`src/rtl/wu_snoop_pkg.sv`:
```
package wu_snoop_pkg;

    typedef enum logic [1:0] {
        LS_INV = 2'd0,
        LS_EXC = 2'd1,
        LS_SHR = 2'd2,
        LS_DRT = 2'd3
    } line_st_e;

    typedef enum logic [1:0] {
        BC_NONE   = 2'd0,
        BC_READ   = 2'd1,
        BC_UPDATE = 2'd2,
        BC_WBACK  = 2'd3
    } bus_cmd_e;

    typedef enum logic [2:0] {
        FS_IDLE  = 3'd0,
        FS_WBACK = 3'd1,
        FS_READ  = 3'd2,
        FS_WAIT  = 3'd3,
        FS_UPD   = 3'd4
    } ctl_fsm_e;

endpackage

```
`src/rtl/wu_line_lookup.sv`:
```
module wu_line_lookup
    import wu_snoop_pkg::*;
#(
    parameter int SETS   = 16,
    parameter int IDX_W  = 4,
    parameter int TAG_W  = 8,
    parameter int DATA_W = 32
) (
    input  logic [SETS-1:0][1:0]        st_i,
    input  logic [SETS-1:0][TAG_W-1:0]  tag_i,
    input  logic [SETS-1:0][DATA_W-1:0] dat_i,
    input  logic [IDX_W-1:0]            idx_i,
    input  logic [TAG_W-1:0]            tag_req_i,
    output logic                        hit_o,
    output line_st_e                    st_o,
    output logic [DATA_W-1:0]           dat_o
);

    logic [SETS-1:0] set_hit;

    // one comparator per set; only the addressed set can report a match
    for (genvar g = 0; g < SETS; g++) begin : g_set
        assign set_hit[g] = (idx_i == IDX_W'(g)) &&
                            (st_i[g] != LS_INV) &&
                            (tag_i[g] == tag_req_i);
    end

    assign hit_o = |set_hit;
    assign st_o  = line_st_e'(st_i[idx_i]);
    assign dat_o = dat_i[idx_i];

endmodule

```
`src/rtl/wu_snoop_resp.sv`:
```
module wu_snoop_resp
    import wu_snoop_pkg::*;
#(
    parameter int DATA_W = 32
) (
    input  logic              snp_valid_i,
    input  logic [1:0]        snp_cmd_i,
    input  logic [DATA_W-1:0] snp_data_i,
    input  logic              hit_i,
    input  line_st_e          st_i,
    input  logic [DATA_W-1:0] line_dat_i,
    output logic              shared_o,
    output logic              flush_o,
    output logic [DATA_W-1:0] flush_dat_o,
    output logic              st_we_o,
    output line_st_e          st_o,
    output logic              dat_we_o,
    output logic [DATA_W-1:0] dat_o
);

    always_comb begin
        shared_o    = 1'b0;
        flush_o     = 1'b0;
        flush_dat_o = '0;
        st_we_o     = 1'b0;
        st_o        = st_i;
        dat_we_o    = 1'b0;
        dat_o       = line_dat_i;
        if (snp_valid_i && hit_i) begin
            case (snp_cmd_i)
                BC_READ: begin
                    shared_o = 1'b1;
                    st_we_o  = 1'b1;
                    st_o     = LS_SHR;
                    if (st_i == LS_DRT) begin
                        flush_o     = 1'b1;
                        flush_dat_o = line_dat_i;
                    end
                end
                BC_UPDATE: begin
                    shared_o = 1'b1;
                    st_we_o  = 1'b1;
                    st_o     = LS_SHR;
                    dat_we_o = 1'b1;
                    dat_o    = snp_data_i;
                end
                default: ;
            endcase
        end
    end

endmodule

```
`src/rtl/wu_snoop_ctrl.sv`:
```
module wu_snoop_ctrl
    import wu_snoop_pkg::*;
#(
    parameter int ADDR_W = 12,
    parameter int DATA_W = 32,
    parameter int SETS   = 16
) (
    input  logic              clk,
    input  logic              rst_n,
    input  logic              cpu_req_valid_i,
    output logic              cpu_req_ready_o,
    input  logic              cpu_req_we_i,
    input  logic [ADDR_W-1:0] cpu_req_addr_i,
    input  logic [DATA_W-1:0] cpu_req_wdata_i,
    output logic              cpu_rsp_valid_o,
    output logic [DATA_W-1:0] cpu_rsp_rdata_o,
    output logic              bus_req_o,
    input  logic              bus_gnt_i,
    output logic [1:0]        bus_cmd_o,
    output logic [ADDR_W-1:0] bus_addr_o,
    output logic [DATA_W-1:0] bus_data_o,
    input  logic              bus_resp_valid_i,
    input  logic [DATA_W-1:0] bus_resp_data_i,
    input  logic              bus_resp_shared_i,
    input  logic              snp_valid_i,
    input  logic [1:0]        snp_cmd_i,
    input  logic [ADDR_W-1:0] snp_addr_i,
    input  logic [DATA_W-1:0] snp_data_i,
    output logic              snp_shared_o,
    output logic              snp_flush_o,
    output logic [DATA_W-1:0] snp_flush_data_o
);

    localparam int IDX_W = $clog2(SETS);
    localparam int TAG_W = ADDR_W - IDX_W;

    typedef struct packed {
        ctl_fsm_e                    fsm;
        logic [SETS-1:0][1:0]        st;
        logic [SETS-1:0][TAG_W-1:0]  tag;
        logic [SETS-1:0][DATA_W-1:0] dat;
        logic                        we;
        logic [ADDR_W-1:0]           addr;
        logic [DATA_W-1:0]           wdata;
        logic                        rsp_v;
        logic [DATA_W-1:0]           rsp_d;
    } ctl_t;

    ctl_t r_d, r_q;

    // processor-side lookup: live request address when idle, held one otherwise
    logic [ADDR_W-1:0] lk_addr;
    logic [IDX_W-1:0]  lk_idx;
    logic [TAG_W-1:0]  lk_tag;
    logic              lk_hit;
    line_st_e          lk_st;
    logic [DATA_W-1:0] lk_dat;

    assign lk_addr = (r_q.fsm == FS_IDLE) ? cpu_req_addr_i : r_q.addr;
    assign lk_idx  = lk_addr[IDX_W-1:0];
    assign lk_tag  = lk_addr[ADDR_W-1:IDX_W];

    wu_line_lookup #(
        .SETS(SETS), .IDX_W(IDX_W), .TAG_W(TAG_W), .DATA_W(DATA_W)
    ) u_cpu_lookup (
        .st_i      (r_q.st),
        .tag_i     (r_q.tag),
        .dat_i     (r_q.dat),
        .idx_i     (lk_idx),
        .tag_req_i (lk_tag),
        .hit_o     (lk_hit),
        .st_o      (lk_st),
        .dat_o     (lk_dat)
    );

    // snoop-side lookup and response
    logic [IDX_W-1:0]  sn_idx;
    logic [TAG_W-1:0]  sn_tag;
    logic              sn_hit;
    line_st_e          sn_cur_st;
    logic [DATA_W-1:0] sn_cur_dat;
    logic              sn_st_we;
    line_st_e          sn_new_st;
    logic              sn_dat_we;
    logic [DATA_W-1:0] sn_new_dat;

    assign sn_idx = snp_addr_i[IDX_W-1:0];
    assign sn_tag = snp_addr_i[ADDR_W-1:IDX_W];

    wu_line_lookup #(
        .SETS(SETS), .IDX_W(IDX_W), .TAG_W(TAG_W), .DATA_W(DATA_W)
    ) u_snp_lookup (
        .st_i      (r_q.st),
        .tag_i     (r_q.tag),
        .dat_i     (r_q.dat),
        .idx_i     (sn_idx),
        .tag_req_i (sn_tag),
        .hit_o     (sn_hit),
        .st_o      (sn_cur_st),
        .dat_o     (sn_cur_dat)
    );

    wu_snoop_resp #(
        .DATA_W(DATA_W)
    ) u_snp_resp (
        .snp_valid_i (snp_valid_i),
        .snp_cmd_i   (snp_cmd_i),
        .snp_data_i  (snp_data_i),
        .hit_i       (sn_hit),
        .st_i        (sn_cur_st),
        .line_dat_i  (sn_cur_dat),
        .shared_o    (snp_shared_o),
        .flush_o     (snp_flush_o),
        .flush_dat_o (snp_flush_data_o),
        .st_we_o     (sn_st_we),
        .st_o        (sn_new_st),
        .dat_we_o    (sn_dat_we),
        .dat_o       (sn_new_dat)
    );

    logic [IDX_W-1:0] p_idx;
    logic [TAG_W-1:0] p_tag;
    logic             accept;

    assign p_idx           = r_q.addr[IDX_W-1:0];
    assign p_tag           = r_q.addr[ADDR_W-1:IDX_W];
    assign cpu_req_ready_o = (r_q.fsm == FS_IDLE) && !snp_valid_i;
    assign accept          = cpu_req_valid_i && cpu_req_ready_o;

    always_comb begin
        r_d       = r_q;
        r_d.rsp_v = 1'b0;

        // snoop effects first; the processor side below is newer and wins
        if (sn_st_we)  r_d.st[sn_idx]  = sn_new_st;
        if (sn_dat_we) r_d.dat[sn_idx] = sn_new_dat;

        case (r_q.fsm)
            FS_IDLE: begin
                if (accept) begin
                    r_d.we    = cpu_req_we_i;
                    r_d.addr  = cpu_req_addr_i;
                    r_d.wdata = cpu_req_wdata_i;
                    if (lk_hit) begin
                        if (!cpu_req_we_i) begin
                            r_d.rsp_v = 1'b1;
                            r_d.rsp_d = lk_dat;
                        end else if (lk_st == LS_SHR) begin
                            r_d.fsm = FS_UPD;
                        end else begin
                            r_d.st[lk_idx]  = LS_DRT;
                            r_d.dat[lk_idx] = cpu_req_wdata_i;
                            r_d.rsp_v       = 1'b1;
                            r_d.rsp_d       = cpu_req_wdata_i;
                        end
                    end else if (lk_st == LS_DRT) begin
                        r_d.fsm = FS_WBACK;
                    end else begin
                        r_d.fsm = FS_READ;
                    end
                end
            end
            FS_WBACK: begin
                if (bus_gnt_i) begin
                    r_d.st[p_idx] = LS_INV;
                    r_d.fsm       = FS_READ;
                end
            end
            FS_READ: begin
                if (bus_gnt_i) begin
                    r_d.st[p_idx] = LS_INV;
                    r_d.fsm       = FS_WAIT;
                end
            end
            FS_WAIT: begin
                if (bus_resp_valid_i) begin
                    r_d.tag[p_idx] = p_tag;
                    r_d.dat[p_idx] = bus_resp_data_i;
                    r_d.st[p_idx]  = bus_resp_shared_i ? LS_SHR : LS_EXC;
                    r_d.fsm        = FS_IDLE;
                    if (!r_q.we) begin
                        r_d.rsp_v = 1'b1;
                        r_d.rsp_d = bus_resp_data_i;
                    end else if (bus_resp_shared_i) begin
                        r_d.fsm = FS_UPD;
                    end else begin
                        r_d.st[p_idx]  = LS_DRT;
                        r_d.dat[p_idx] = r_q.wdata;
                        r_d.rsp_v      = 1'b1;
                        r_d.rsp_d      = r_q.wdata;
                    end
                end
            end
            FS_UPD: begin
                if (bus_gnt_i) begin
                    r_d.dat[p_idx] = r_q.wdata;
                    r_d.st[p_idx]  = LS_SHR;
                    r_d.rsp_v      = 1'b1;
                    r_d.rsp_d      = r_q.wdata;
                    r_d.fsm        = FS_IDLE;
                end
            end
            default: r_d.fsm = FS_IDLE;
        endcase
    end

    always_ff @(posedge clk or negedge rst_n) begin
        if (!rst_n) r_q <= '0;
        else        r_q <= r_d;
    end

    assign cpu_rsp_valid_o = r_q.rsp_v;
    assign cpu_rsp_rdata_o = r_q.rsp_d;

    always_comb begin
        bus_req_o  = 1'b0;
        bus_cmd_o  = BC_NONE;
        bus_addr_o = r_q.addr;
        bus_data_o = '0;
        case (r_q.fsm)
            FS_WBACK: begin
                bus_req_o  = 1'b1;
                bus_cmd_o  = BC_WBACK;
                bus_addr_o = {r_q.tag[p_idx], p_idx};
                bus_data_o = lk_dat;
            end
            FS_READ: begin
                bus_req_o = 1'b1;
                bus_cmd_o = BC_READ;
            end
            FS_UPD: begin
                bus_req_o  = 1'b1;
                bus_cmd_o  = BC_UPDATE;
                bus_data_o = r_q.wdata;
            end
            default: ;
        endcase
    end

endmodule

```
`config.mk`:
```
export PLATFORM = sky130hd
export DESIGN_NAME = wu_snoop_ctrl
export DESIGN_NICKNAME = d
export VERILOG_FILES = /design/src/rtl/wu_snoop_pkg.sv /design/src/rtl/wu_line_lookup.sv /design/src/rtl/wu_snoop_resp.sv /design/src/rtl/wu_snoop_ctrl.sv
export SDC_FILE = /design/constraint.sdc
export NUM_CORES = 2
export LEC_CHECK = 0
export BUFFER_PORTS_ARGS = -buffer_cell sky130_fd_sc_hd__buf_2
export CAP_MARGIN = 10
export CORE_MARGIN = 4
export CORE_UTILIZATION = 40
export CTS_BUF_LIST = sky130_fd_sc_hd__clkbuf_4 sky130_fd_sc_hd__clkbuf_8
export DETAILED_ROUTE_END_ITERATION = 12
export PLACE_DENSITY = 0.57
export SLEW_MARGIN = 20
export SYNTH_ARGS = -nofsm -noshare
export SYNTH_HDL_FRONTEND = slang
export SYNTH_HIERARCHICAL = 1
export SYNTH_SLANG_ARGS = --single-unit
```
`constraint.sdc`:
```
create_clock -name clk -period 10.7 [get_ports clk]
set_input_delay 1.07 -clock clk [delete_from_list [all_inputs] [get_ports clk]]
set_output_delay 1.07 -clock clk [all_outputs]
set_load 0.02 [all_outputs]
```
==> impl_results.md <==
* WP data arrival at 6.52 ns
* Row count at 133
* Pwr Density at between 200 and 250 nW/um^2
* CP endpoint kind: output port
* Final hold violations at 0
* Most common cell after layout, fill and taps aside: dfrtp_1
* GR peak layer: met2
* Crit Path Class: flip-flop to output port
* Critical path origin: r_q[750]
* RR Startpoint: r_q[750]
* Met2 usage at 0.503
* Fin. max-slew vios at 0
* Crit path to: bus_data_o[22]
* Syn avg cell area at between 10 and 15 sq um
* IO buf count at roughly 240
* Residual DRC at 0
* Top FF cell, synth: dfrtp_1
* Mapped Area at 52800 sq um
* Hold Path Class: primary input to asynchronous set/reset pin
* Number of enable flip-flop cells after synthesis at 0
* Gr usage total at 0.352
* Routed vias/inst at 7.22
* Max cap viols at 0
* Final Setup Violations at 0
* Yosys Warn Count at 6
* Worst skew pair latency at roughly 0.95 ns
* WHS at between 0.2 and 0.25 ns
* DR iter-0 viols at roughly 8k
* Worst slew pin tran at about 1.3 ns
* Met3 usage at 0.126
* Synth area leaders: dfrtp_1 (36%), mux4_2 (16%), mux2i_1 (7.3%)
* Asr flop ratio synth at 1.00
* CTS tree: built
* Tcrit/Tclk final at 0.710
* DRT Pass-1 Iters at 8
* Worst flop-to-flop path endpoint: r_q[339]
* Peak VDD IR at 0.298 mV
* Vias in the first global route at 47.4k
* Via count at 48.7k
* WL/cell at 36.9 um
* RSZ-0062 raised after global routing: no
* Final WL at ~250000 um
* Gpl congestion at 0.948
* HPWL after detailed placement at 145000 um
* Met1 usage at 0.447
* Commonest cells after routing, fill and taps aside: dfrtp_1 (750), nand2_1 (547), mux2i_1 (383), mux4_2 (372), o21ai_0 (349)
* Syn nets at 5120
* Post-cts sizing count at 0
* Status: complete, no violations
* Setup repair bufs after CTS at 0
* Initial core utilization at 0.402
* Leading area contributor after synthesis: dfrtp_1
* Clock transition at path regs at 0.06 ns
* # clock sinks at 753
* FMAX at 0.132 GHz
* Die area at 138000 sq um
* Max Buffers Root-to-Sink at 3
* Leak Pwr at 23.7 nW
* Layout cell share with drive strength beyond 1 at 0.263
* Synth top area share at 0.357
* Largest net degree at the start of global routing at 134
* CTS HTree Levels at 4
* DIE HEIGHT at 371 um
* Skew final at 0.0731 ns
* Final antenna-violating net count at 0
* Die X at 371 um
* Clock root cell: clkbuf_8
* Synth cell types at 81
* Crit start category: flip-flop
* Slack of the worst reg-to-reg path at between 3 and 4 ns
* Nets@finish at 4984
* CTS buffer count at between 100 and 150
* FF+latch count, synth at 753
* CP max FO at 53
* First-pass GRT wire length at around 350000 um
* Cells after Synth at ~5k
* Hold_buf cts at 0
* Initial antenna violation count at 23
* Area Growth Syn to Fin at 9.83%
* Sum Neg Setup Slack at 0 ns
* Sequential share of the synthesized area at 0.357
* Core box area at 131000 sq um
* Relative slew margins at 0.142
* Fin crit period at between 7 and 8 ns
* Reg2reg path depth at 15
* Crit path required time at 9.63 ns
* GR Overflow Total at 0
* I/O pins at 245
-- layer usage --
layer | routed length (um) | up-vias
li1 | - | 18800
met1 | 91400 | 24600
met2 | 106000 | 4219
met3 | 33000 | 1018
met4 | 18400 | 10
met5 | 103 | -
-- stage by stage --
stage               std cells  area (sq um)   util  setup slack [ns]  total power [W]
finish                   6746         58000  0.442              3.11           0.0136
global route             6729         58000  0.441              3.12           0.0139
CTS                      6722         57900  0.441              3.22           0.0133
detailed placement       6458         54800  0.417              3.40           0.0101
global placement         6457         54800  0.417              3.29           0.0100
floorplan                4988         52800      -              5.62          0.00783
-- cell families after synthesis --
family	after synthesis	synth area share
xor+xnor	258	0.0428
buf+inv	711	0.0630
compound gates	1365	0.184
mux	929	0.268
fa+ha+maj	2	0.000474
flops	753	0.357
simple gates	970	0.0851
-- cells in the mapped netlist, types with 16 or more instances --
cell type  count
buf_1         63
nand4_1       38
buf_4         71
mux2_2       174
mux4_2       372
mux2i_1      383
buf_6         27
a221o_1      200
a222oi_1      32
a22oi_1      241
and3_1        18
inv_1         42
a21oi_1      229
nor3_1        61
buf_2        150
a22o_1        66
and2_1        31
clkbuf_1     355
nor4_1        53
xnor2_1      104
nor2_1        98
nand3_1       21
o21ai_1       30
a32oi_1      113
dfrtp_1      753
nand2b_1      18
o21ai_0      349
nand2_1      556
o2111ai_1     16
xor2_1       154
-- worst min path at each step --
stage,to,slack (ns),start,depth (start not counted)
after global routing,r_q[502],0.26,rst_n,1
final,r_q[470],0.22,rst_n,1
after detailed placement,cpu_rsp_rdata_o[18],0.46,cpu_rsp_rdata_o[18],2
after CTS,r_q[470],0.23,rst_n,1
after floorplan,cpu_rsp_rdata_o[18],0.45,cpu_rsp_rdata_o[18],2
after global placement,cpu_rsp_rdata_o[2],0.46,cpu_rsp_rdata_o[2],2
-- worst max-delay path, stage by stage (launching register included) --
cell     delay (ns)
dfrtp_1        0.92
or3_4          0.57
nand2_1        0.17
nand2_4        0.77
buf_4          0.77
buf_4          0.81
mux4_2         0.45
mux4_2         0.55
a22o_1         0.23
buf_2          0.16
-- layout make-up --
class / count / area, sq um
timing repair buffer: 382 / 2330
multi-input combinational: 3524 / 31200
sequential: 753 / 18800
tap: 1755 / 2200
clock inverter: 30 / 220
inverter: 44 / 165
clock buffer: 234 / 2940
fill: 12500 / 73300
antenna: 24 / 60.1
-- power breakdown --
part	switching (W)	internal [W]	leakage (nW)
logic	0.00426	0.00206	11.7
clock network	0.00144	0.00177	1.68
registers	0.000647	0.00339	10.3
Power figures use the tool's default switching activity.
